==> src/rtl/sr_regs_pkg.sv <==
package sr_regs_pkg;
    localparam int FLG_N    = 5;
    localparam int FLG_ADDR = 0;
    localparam int FLG_BUS  = 1;
    localparam int FLG_DONE = 2;
    localparam int FLG_TMO  = 3;
    localparam int FLG_CONF = 4;
    localparam logic [FLG_N-1:0] W1C_MASK = 5'b11011;

    localparam int GB_EN      = 0;
    localparam int GB_DLOCK   = 1;
    localparam int GB_WLOCK   = 2;
    localparam int GB_RLOCK   = 3;
    localparam int GB_OWN_LSB = 4;

    localparam int GC_SRST  = 0;
    localparam int GC_HWDIS = 1;
    localparam int IDX_LSB  = 16;
endpackage

==> src/rtl/sr_status_flags.sv <==
module sr_status_flags
    import sr_regs_pkg::*;
#(
    parameter int IDX_W = 10
) (
    input  logic             clk,
    input  logic             rst_n,
    input  logic             soft_clr,
    input  logic             w1c_en,
    input  logic [FLG_N-1:0] w1c_mask,
    input  logic [FLG_N-1:0] ev_flags,
    input  logic [IDX_W-1:0] ev_index,
    output logic [FLG_N-1:0] flags_o,
    output logic [IDX_W-1:0] index_o
);
    typedef struct packed {
        logic [FLG_N-1:0] flags;
        logic [IDX_W-1:0] idx;
    } st_t;

    st_t st_d, st_q;

    always_comb begin
        st_d = st_q;
        if (w1c_en)
            st_d.flags = st_d.flags & ~(w1c_mask & W1C_MASK);
        st_d.flags = st_d.flags | ev_flags;
        if (ev_flags[FLG_ADDR] || ev_flags[FLG_BUS])
            st_d.idx = ev_index;
        if (soft_clr)
            st_d = '0;
    end

    always_ff @(posedge clk or negedge rst_n) begin
        if (!rst_n) st_q <= '0;
        else        st_q <= st_d;
    end

    assign flags_o = st_q.flags;
    assign index_o = st_q.idx;

    AST_EVENT_WINS: assert property (@(posedge clk) disable iff (!rst_n)
        ((|ev_flags) && !soft_clr) |=> ((flags_o & $past(ev_flags)) == $past(ev_flags)));
    AST_DONE_HOLDS: assert property (@(posedge clk) disable iff (!rst_n)
        (flags_o[FLG_DONE] && !soft_clr) |=> flags_o[FLG_DONE]);
    AST_INDEX_CAPTURE: assert property (@(posedge clk) disable iff (!rst_n)
        ((ev_flags[FLG_ADDR] || ev_flags[FLG_BUS]) && !soft_clr) |=> (index_o == $past(ev_index)));
    AST_SOFT_CLEARS_FLAGS: assert property (@(posedge clk) disable iff (!rst_n)
        soft_clr |=> (flags_o == '0 && index_o == '0));
endmodule

==> src/rtl/sr_group_ctl.sv <==
module sr_group_ctl
    import sr_regs_pkg::*;
#(
    parameter int DOM_W = 4
) (
    input  logic             clk,
    input  logic             rst_n,
    input  logic             soft_clr,
    input  logic             wr_en,
    input  logic [GB_OWN_LSB+DOM_W-1:0] wdata,
    output logic             en_o,
    output logic             dlock_o,
    output logic             wlock_o,
    output logic             rlock_o,
    output logic [DOM_W-1:0] owner_o
);
    typedef struct packed {
        logic             en;
        logic             dlock;
        logic             wlock;
        logic             rlock;
        logic [DOM_W-1:0] owner;
    } grp_t;

    grp_t g_d, g_q;

    always_comb begin
        g_d = g_q;
        if (wr_en) begin
            g_d.en    = wdata[GB_EN];
            g_d.dlock = g_q.dlock | wdata[GB_DLOCK];
            g_d.wlock = g_q.wlock | wdata[GB_WLOCK];
            g_d.rlock = g_q.rlock | wdata[GB_RLOCK];
            if (!g_q.dlock)
                g_d.owner = wdata[GB_OWN_LSB +: DOM_W];
        end
        if (soft_clr)
            g_d.en = 1'b0;
    end

    always_ff @(posedge clk or negedge rst_n) begin
        if (!rst_n) g_q <= '0;
        else        g_q <= g_d;
    end

    assign en_o    = g_q.en;
    assign dlock_o = g_q.dlock;
    assign wlock_o = g_q.wlock;
    assign rlock_o = g_q.rlock;
    assign owner_o = g_q.owner;

    AST_LOCKS_STICKY: assert property (@(posedge clk) disable iff (!rst_n)
        (dlock_o || wlock_o || rlock_o) |=>
        ((dlock_o >= $past(dlock_o)) && (wlock_o >= $past(wlock_o)) && (rlock_o >= $past(rlock_o))));
    AST_WLOCK_FREEZES: assert property (@(posedge clk) disable iff (!rst_n)
        (wlock_o && !soft_clr) |=> ($stable(en_o) && $stable(owner_o)));
    AST_OWNER_FROZEN: assert property (@(posedge clk) disable iff (!rst_n)
        dlock_o |=> $stable(owner_o));
endmodule

==> src/rtl/sr_ctl_regs.sv <==
module sr_ctl_regs
    import sr_regs_pkg::*;
#(
    parameter int NGRP     = 16,
    parameter int ADDR_W   = 8,
    parameter int DATA_W   = 32,
    parameter int DOM_W    = 4,
    parameter int IDX_W    = 10,
    parameter int GRP_BASE = 64
) (
    input  logic              clk,
    input  logic              rst_n,
    input  logic              req_valid,
    input  logic              req_write,
    input  logic [ADDR_W-1:0] req_addr,
    input  logic [DATA_W-1:0] req_wdata,
    input  logic [DOM_W-1:0]  req_domain,
    output logic              resp_valid,
    output logic              resp_err,
    output logic [DATA_W-1:0] resp_rdata,
    input  logic [FLG_N-1:0]  ev_flags,
    input  logic [IDX_W-1:0]  ev_index,
    output logic [FLG_N-1:0]  flags_o,
    output logic [IDX_W-1:0]  err_index_o,
    output logic              hw_req_dis_o,
    output logic [NGRP-1:0]   grp_en_o,
    output logic [NGRP-1:0]   grp_dlock_o,
    output logic [NGRP-1:0]   grp_wlock_o,
    output logic [NGRP-1:0]   grp_rlock_o
);
    localparam int GI_W     = (NGRP > 1) ? $clog2(NGRP) : 1;
    localparam int GW_W     = GB_OWN_LSB + DOM_W;
    localparam int GRP_END  = GRP_BASE + 4 * NGRP;
    localparam logic [ADDR_W-1:0] A_GCTRL  = ADDR_W'(0);
    localparam logic [ADDR_W-1:0] A_STATUS = ADDR_W'(4);

    typedef struct packed {
        logic              rvalid;
        logic              rerr;
        logic [DATA_W-1:0] rdata;
        logic              hwdis;
    } top_t;

    top_t t_d, t_q;

    logic [DOM_W-1:0] g_own [NGRP];
    logic [NGRP-1:0]  g_wr;
    logic             soft_clr, w1c_en;

    logic              hit_gc, hit_st, hit_grp, blocked;
    logic [ADDR_W-1:0] off;
    logic [GI_W-1:0]   gidx;
    logic [DATA_W-1:0] rd;

    always_comb begin
        off     = req_addr - ADDR_W'(GRP_BASE);
        gidx    = off[2 +: GI_W];
        hit_gc  = (req_addr == A_GCTRL);
        hit_st  = (req_addr == A_STATUS);
        hit_grp = (int'(req_addr) >= GRP_BASE) && (int'(req_addr) < GRP_END) && (req_addr[1:0] == 2'b00);
        blocked = 1'b0;
        if (hit_grp) begin
            if (grp_dlock_o[gidx] && (req_domain != g_own[gidx])) blocked = 1'b1;
            if (req_write && grp_wlock_o[gidx])                   blocked = 1'b1;
            if (!req_write && grp_rlock_o[gidx])                  blocked = 1'b1;
        end

        soft_clr = req_valid && req_write && hit_gc && req_wdata[GC_SRST];
        w1c_en   = req_valid && req_write && hit_st;
        g_wr     = '0;
        if (req_valid && req_write && hit_grp && !blocked)
            g_wr[gidx] = 1'b1;

        rd = '0;
        if (hit_gc) begin
            rd[GC_HWDIS] = t_q.hwdis;
        end else if (hit_st) begin
            rd[FLG_N-1:0]           = flags_o;
            rd[IDX_LSB +: IDX_W]    = err_index_o;
        end else if (hit_grp) begin
            rd[GB_EN]               = grp_en_o[gidx];
            rd[GB_DLOCK]            = grp_dlock_o[gidx];
            rd[GB_WLOCK]            = grp_wlock_o[gidx];
            rd[GB_RLOCK]            = grp_rlock_o[gidx];
            rd[GB_OWN_LSB +: DOM_W] = g_own[gidx];
        end

        t_d        = t_q;
        t_d.rvalid = req_valid;
        t_d.rerr   = 1'b0;
        t_d.rdata  = '0;
        if (req_valid) begin
            if (!(hit_gc || hit_st || hit_grp) || blocked)
                t_d.rerr = 1'b1;
            else if (!req_write)
                t_d.rdata = rd;
            if (req_write && hit_gc)
                t_d.hwdis = req_wdata[GC_HWDIS];
        end
        if (soft_clr)
            t_d.hwdis = 1'b0;
    end

    always_ff @(posedge clk or negedge rst_n) begin
        if (!rst_n) t_q <= '0;
        else        t_q <= t_d;
    end

    assign resp_valid   = t_q.rvalid;
    assign resp_err     = t_q.rerr;
    assign resp_rdata   = t_q.rdata;
    assign hw_req_dis_o = t_q.hwdis;

    sr_status_flags #(.IDX_W(IDX_W)) u_flags (
        .clk      (clk),
        .rst_n    (rst_n),
        .soft_clr (soft_clr),
        .w1c_en   (w1c_en),
        .w1c_mask (req_wdata[FLG_N-1:0]),
        .ev_flags (ev_flags),
        .ev_index (ev_index),
        .flags_o  (flags_o),
        .index_o  (err_index_o)
    );

    for (genvar g = 0; g < NGRP; g++) begin : g_grp
        sr_group_ctl #(.DOM_W(DOM_W)) u_grp (
            .clk      (clk),
            .rst_n    (rst_n),
            .soft_clr (soft_clr),
            .wr_en    (g_wr[g]),
            .wdata    (req_wdata[GW_W-1:0]),
            .en_o     (grp_en_o[g]),
            .dlock_o  (grp_dlock_o[g]),
            .wlock_o  (grp_wlock_o[g]),
            .rlock_o  (grp_rlock_o[g]),
            .owner_o  (g_own[g])
        );
    end

    AST_ERR_READS_ZERO: assert property (@(posedge clk) disable iff (!rst_n)
        (resp_valid && resp_err) |-> (resp_rdata == '0));
    AST_RESP_NEXT_CYCLE: assert property (@(posedge clk) disable iff (!rst_n)
        req_valid |=> resp_valid);
    AST_NO_SPURIOUS_RESP: assert property (@(posedge clk) disable iff (!rst_n)
        !req_valid |=> !resp_valid);
    AST_HWDIS_SOFT_CLR: assert property (@(posedge clk) disable iff (!rst_n)
        soft_clr |=> (!hw_req_dis_o && grp_en_o == '0));
endmodule

==> config.mk <==
export PLATFORM = sky130hd
export DESIGN_NAME = sr_ctl_regs
export DESIGN_NICKNAME = d
export VERILOG_FILES = /design/src/rtl/sr_regs_pkg.sv /design/src/rtl/sr_status_flags.sv /design/src/rtl/sr_group_ctl.sv /design/src/rtl/sr_ctl_regs.sv
export SDC_FILE = /design/constraint.sdc
export NUM_CORES = 1
export LEC_CHECK = 0
export CELL_PAD_IN_SITES_DETAIL_PLACEMENT = 1
export CELL_PAD_IN_SITES_GLOBAL_PLACEMENT = 2
export CORE_ASPECT_RATIO = 2
export CORE_MARGIN = 2
export CORE_UTILIZATION = 33
export CTS_CLUSTER_DIAMETER = 50
export DETAILED_ROUTE_END_ITERATION = 8
export PLACE_DENSITY = 0.85
export SETUP_SLACK_MARGIN = 0.4
export SLEW_MARGIN = 5
export SYNTH_ARGS = -nofsm -noshare
export SYNTH_HDL_FRONTEND = slang
export SYNTH_SLANG_ARGS = --single-unit
==> constraint.sdc <==
create_clock -name clk -period 3.75 [get_ports clk]
set_clock_uncertainty 0.15 [all_clocks]
set_input_delay 0.375 -clock clk [delete_from_list [all_inputs] [get_ports clk]]
set_output_delay 0.375 -clock clk [all_outputs]
set_load 0.1 [all_outputs]
==> results list <==
* Max Root-Sink Buffers: 2
- Routed Wire Length: 25500 um
- For this design the static power due to leakage is 4.49 nW.
- Post-layout net count: 850
- Clock tree synthesis found a total of 164 sinks.
- Ports: 177
* Minimum setup slack after placement: -0.0307 ns
- Chip height: 226 um
* Synth Flop Type: dfrtp_1
- R2r worst-path depth: 9
* Gr usage total: 0.205
- Count of flip-flops with a built-in enable after synthesis: 0
- The floorplan has 81 rows.
- Share of async-settable or async-resettable flops after synthesis: 1.00
- Clock-pin slew was measured on the worst setup and hold paths at 0.07 ns.
- The total area inside the core boundary comes to 0.0243 mm2.
- Crit path time final: 3.25 ns
* Avg WL per Cell: 23.4 um
- Number of setup violations in the final report: 0
- After global routing the overflow that remains totals 0.
- Before antenna repair, the detailed router went through 4 iterations.
- Cts bufs inserted: 17
- Worst IR Drop VDD: 0.000318 V
- At the worst endpoint, the arrival time is 3.45 ns.
- The floorplan step defined a die boundary enclosing 0.0259 mm2.
- In this run the worst path has a maximum fanout of 32.
- Class of the tightest hold or removal check: in -> reg
- By area the synthesized netlist is led by dfrtp_1 51%, mux2_2 11%, mux4_2 8.1%, buf_4 7.5%, o21bai_1 4.4%.
* PortBufs: 138
* Most common cell after layout, fill and taps aside: dfrtp_1
* Layout area overhead: 27.6%
- The run finished with clean final reports.
- Type of the setup path with the least slack: in -> reg
- Of the synthesized area, sequential elements account for 0.507.
- Setup repair after global routing could not meet its margin everywhere.
- Synthesis warning total: 0
- Commonest non-fill, non-tap cells in the layout: 164 x dfrtp_1, 135 x clkdlybuf4s50_1, 76 x mux2_2
* First-pass GRT wire length: 39000 um
- The tree is rooted in a clkbuf_16.
- The via count of the first global-routing pass is 6428.
* Post-synthesis instance area: 0.00810 mm2
- In this run the critical register-to-register path is captured at g_grp[6].u_grp.en_o.
- Remaining max-slew budget at the tightest pin: 0.296
- In this run the power density over the cells is 439 mW/mm2.
* Peak clock frequency supported by timing: 308 MHz
- Part of the cycle the worst path needs: 0.866
- Counting flops and latches in the post-synthesis netlist gives 164.
- Across all setup checks in the final design, the least slack found is 0.504 ns.
* Initial Utilization: 0.333
- STA puts the critical path data required time at 3.96 ns.
- Final-report hold violation count: 0
* Sort of element at the end of the critical path: register
- For this block, the initial DRC count from the detailed router was 247.
- H-tree depth: 4
* DIE WIDTH: 115 um
* Post-route antenna net violation count: 0
- For the pin with the worst max-slew slack, the measured transition is 1.05 ns.
* Routed via count divided by cell count: 5.39
- Start of the worst register-to-register path: g_grp[6].u_grp.owner_o[0]
- The congestion estimate from routability-driven global placement came to 0.811.
* Diodes inserted: 0
* Antenna violations before repair: 0
- Post-synthesis instance total: 681
* Share of post-route cells with drive strength above 1: 0.253
- Count of different cell masters after synthesis: 41
* Max-cap violations: 0
- Each instance of the synthesized netlist takes up on average 11.9 um2.
* Share of the synthesized area in the top cell type: 0.507
- Register-to-register setup slack: 0.69 ns
- # DRC: 0
* Total count of max-transition violations in the final report: 0
- Biggest area consumer among synthesized cells: dfrtp_1
- Summing internal, switching and leakage power gives 0.00454 W.
- Detailed placement finished with a half-perimeter wire length of 19000 um.
- The worst setup path is launched from a primary input.
- The final route contains 5874 vias.
* Largest net degree at the start of global routing: 99
- CTS tree: yes
* Critical Path Sink: g_grp[6].u_grp.en_o
- Critical path startpoint: req_addr[4]
- Measured on the finished design, the core utilization comes to 0.425.
- Clock insertion delay at the later pin of the skew report: 0.43 ns
## kinds of logic (layout without fill, tap and decap cells)
family,count (synthesis),in the layout,synth area share
AOI/OAI and AO/OA,122,122,0.102
xor gates and xnor gates,2,2,0.00216
buffers and inverters,121,227,0.0956
DFF,164,164,0.507
muxes,111,111,0.194
other,1,14,0.000463
and+or+nand+nor,160,160,0.0995
## cell type report
| cell class | count | area (um2) |
|---|---|---|
| fillers | 2561 | 14000 |
| inverters | 7 | 26.3 |
| well taps | 290 | 363 |
| clock inverters | 12 | 226 |
| clock buffers | 20 | 457 |
| multi-input cells | 409 | 3310 |
| flip-flops and latches | 164 | 4100 |
| repair buffers | 188 | 1850 |
## power breakdown
group	switching (W)	internal (W)	leakage [nW]
Combinational	0.000472	0.000185	1.93
Sequential	0.0000381	0.00182	2.23
Clock	0.000742	0.00129	0.326
Total	0.00125	0.00329	4.49
## flip-flops by register name (all words and copies together) (netlist names)
signal / cells
resp_valid: 1
g_grp.u_grp.dlock_o: 16
u_flags.flags_o: 5
resp_rdata: 18
g_grp.u_grp.en_o: 16
resp_err: 1
g_grp.u_grp.rlock_o: 16
hw_req_dis_o: 1
g_grp.u_grp.owner_o: 64
u_flags.index_o: 10
g_grp.u_grp.wlock_o: 16
## critical path: stages
cell	delay (ns)
clkdlybuf4s50_1	0.47
buf_6	0.15
mux4_2	0.52
a22oi_2	0.27
nand3_1	0.15
xor2_1	0.17
o41a_1	0.47
buf_12	0.18
or4_1	0.50
a21oi_1	0.17
## Yosys cell counts (all sizes together) (13+ instances only)
cell and count:
dfrtp 164, buf 91, mux2 76, o21bai 48, nand2 45, a21oi 34
mux4 29, nor2 24, nor3 24, clkbuf 23, or4 18, o31ai 16
nand3 13
## how the worst min path moves through the flow
stage                           startpoint                endpoint  slack (ns)  cells past startpoint
floorplan                            rst_n  g_grp[0].u_grp.dlock_o       -0.07                      0
global placement    g_grp[2].u_grp.wlock_o  g_grp[2].u_grp.wlock_o        0.33                      1
detailed placement  g_grp[2].u_grp.wlock_o  g_grp[2].u_grp.wlock_o        0.33                      1
CTS                            ev_index[2]      u_flags.index_o[2]        0.32                      3
global route                   ev_index[2]      u_flags.index_o[2]        0.35                      3
finish                         ev_index[2]      u_flags.index_o[2]        0.34                      3
## stage by stage
step	hold slack [ns]	area [um2]	instances	TNS, ns
6_report	0.341	10300	1090	0
5_1_grt	0.345	10300	1090	0
4_1_cts	0.320	10300	1089	0
3_5_place_dp	0.333	9590	1056	-0.0703
3_3_place_gp	0.329	9590	1056	0
2_1_floorplan	-0.0706	8150	694	0
## metal layers
layer	vias up	GRT usage	share of wire
met5	-	0	0
met4	0	0.149	0.075
met3	78	0.0358	0.034
met2	178	0.360	0.54
met1	3031	0.217	0.35
li1	2587	-	-
## what timing repair did
action,CTS,global route
gates resized for setup,0,11
setup endpoints to repair,0,48
hold buffers,1,0
buffers inserted,0,1
endpoints found under the hold margin,96,0
Note: power is estimated with default switching activity, not from simulation.
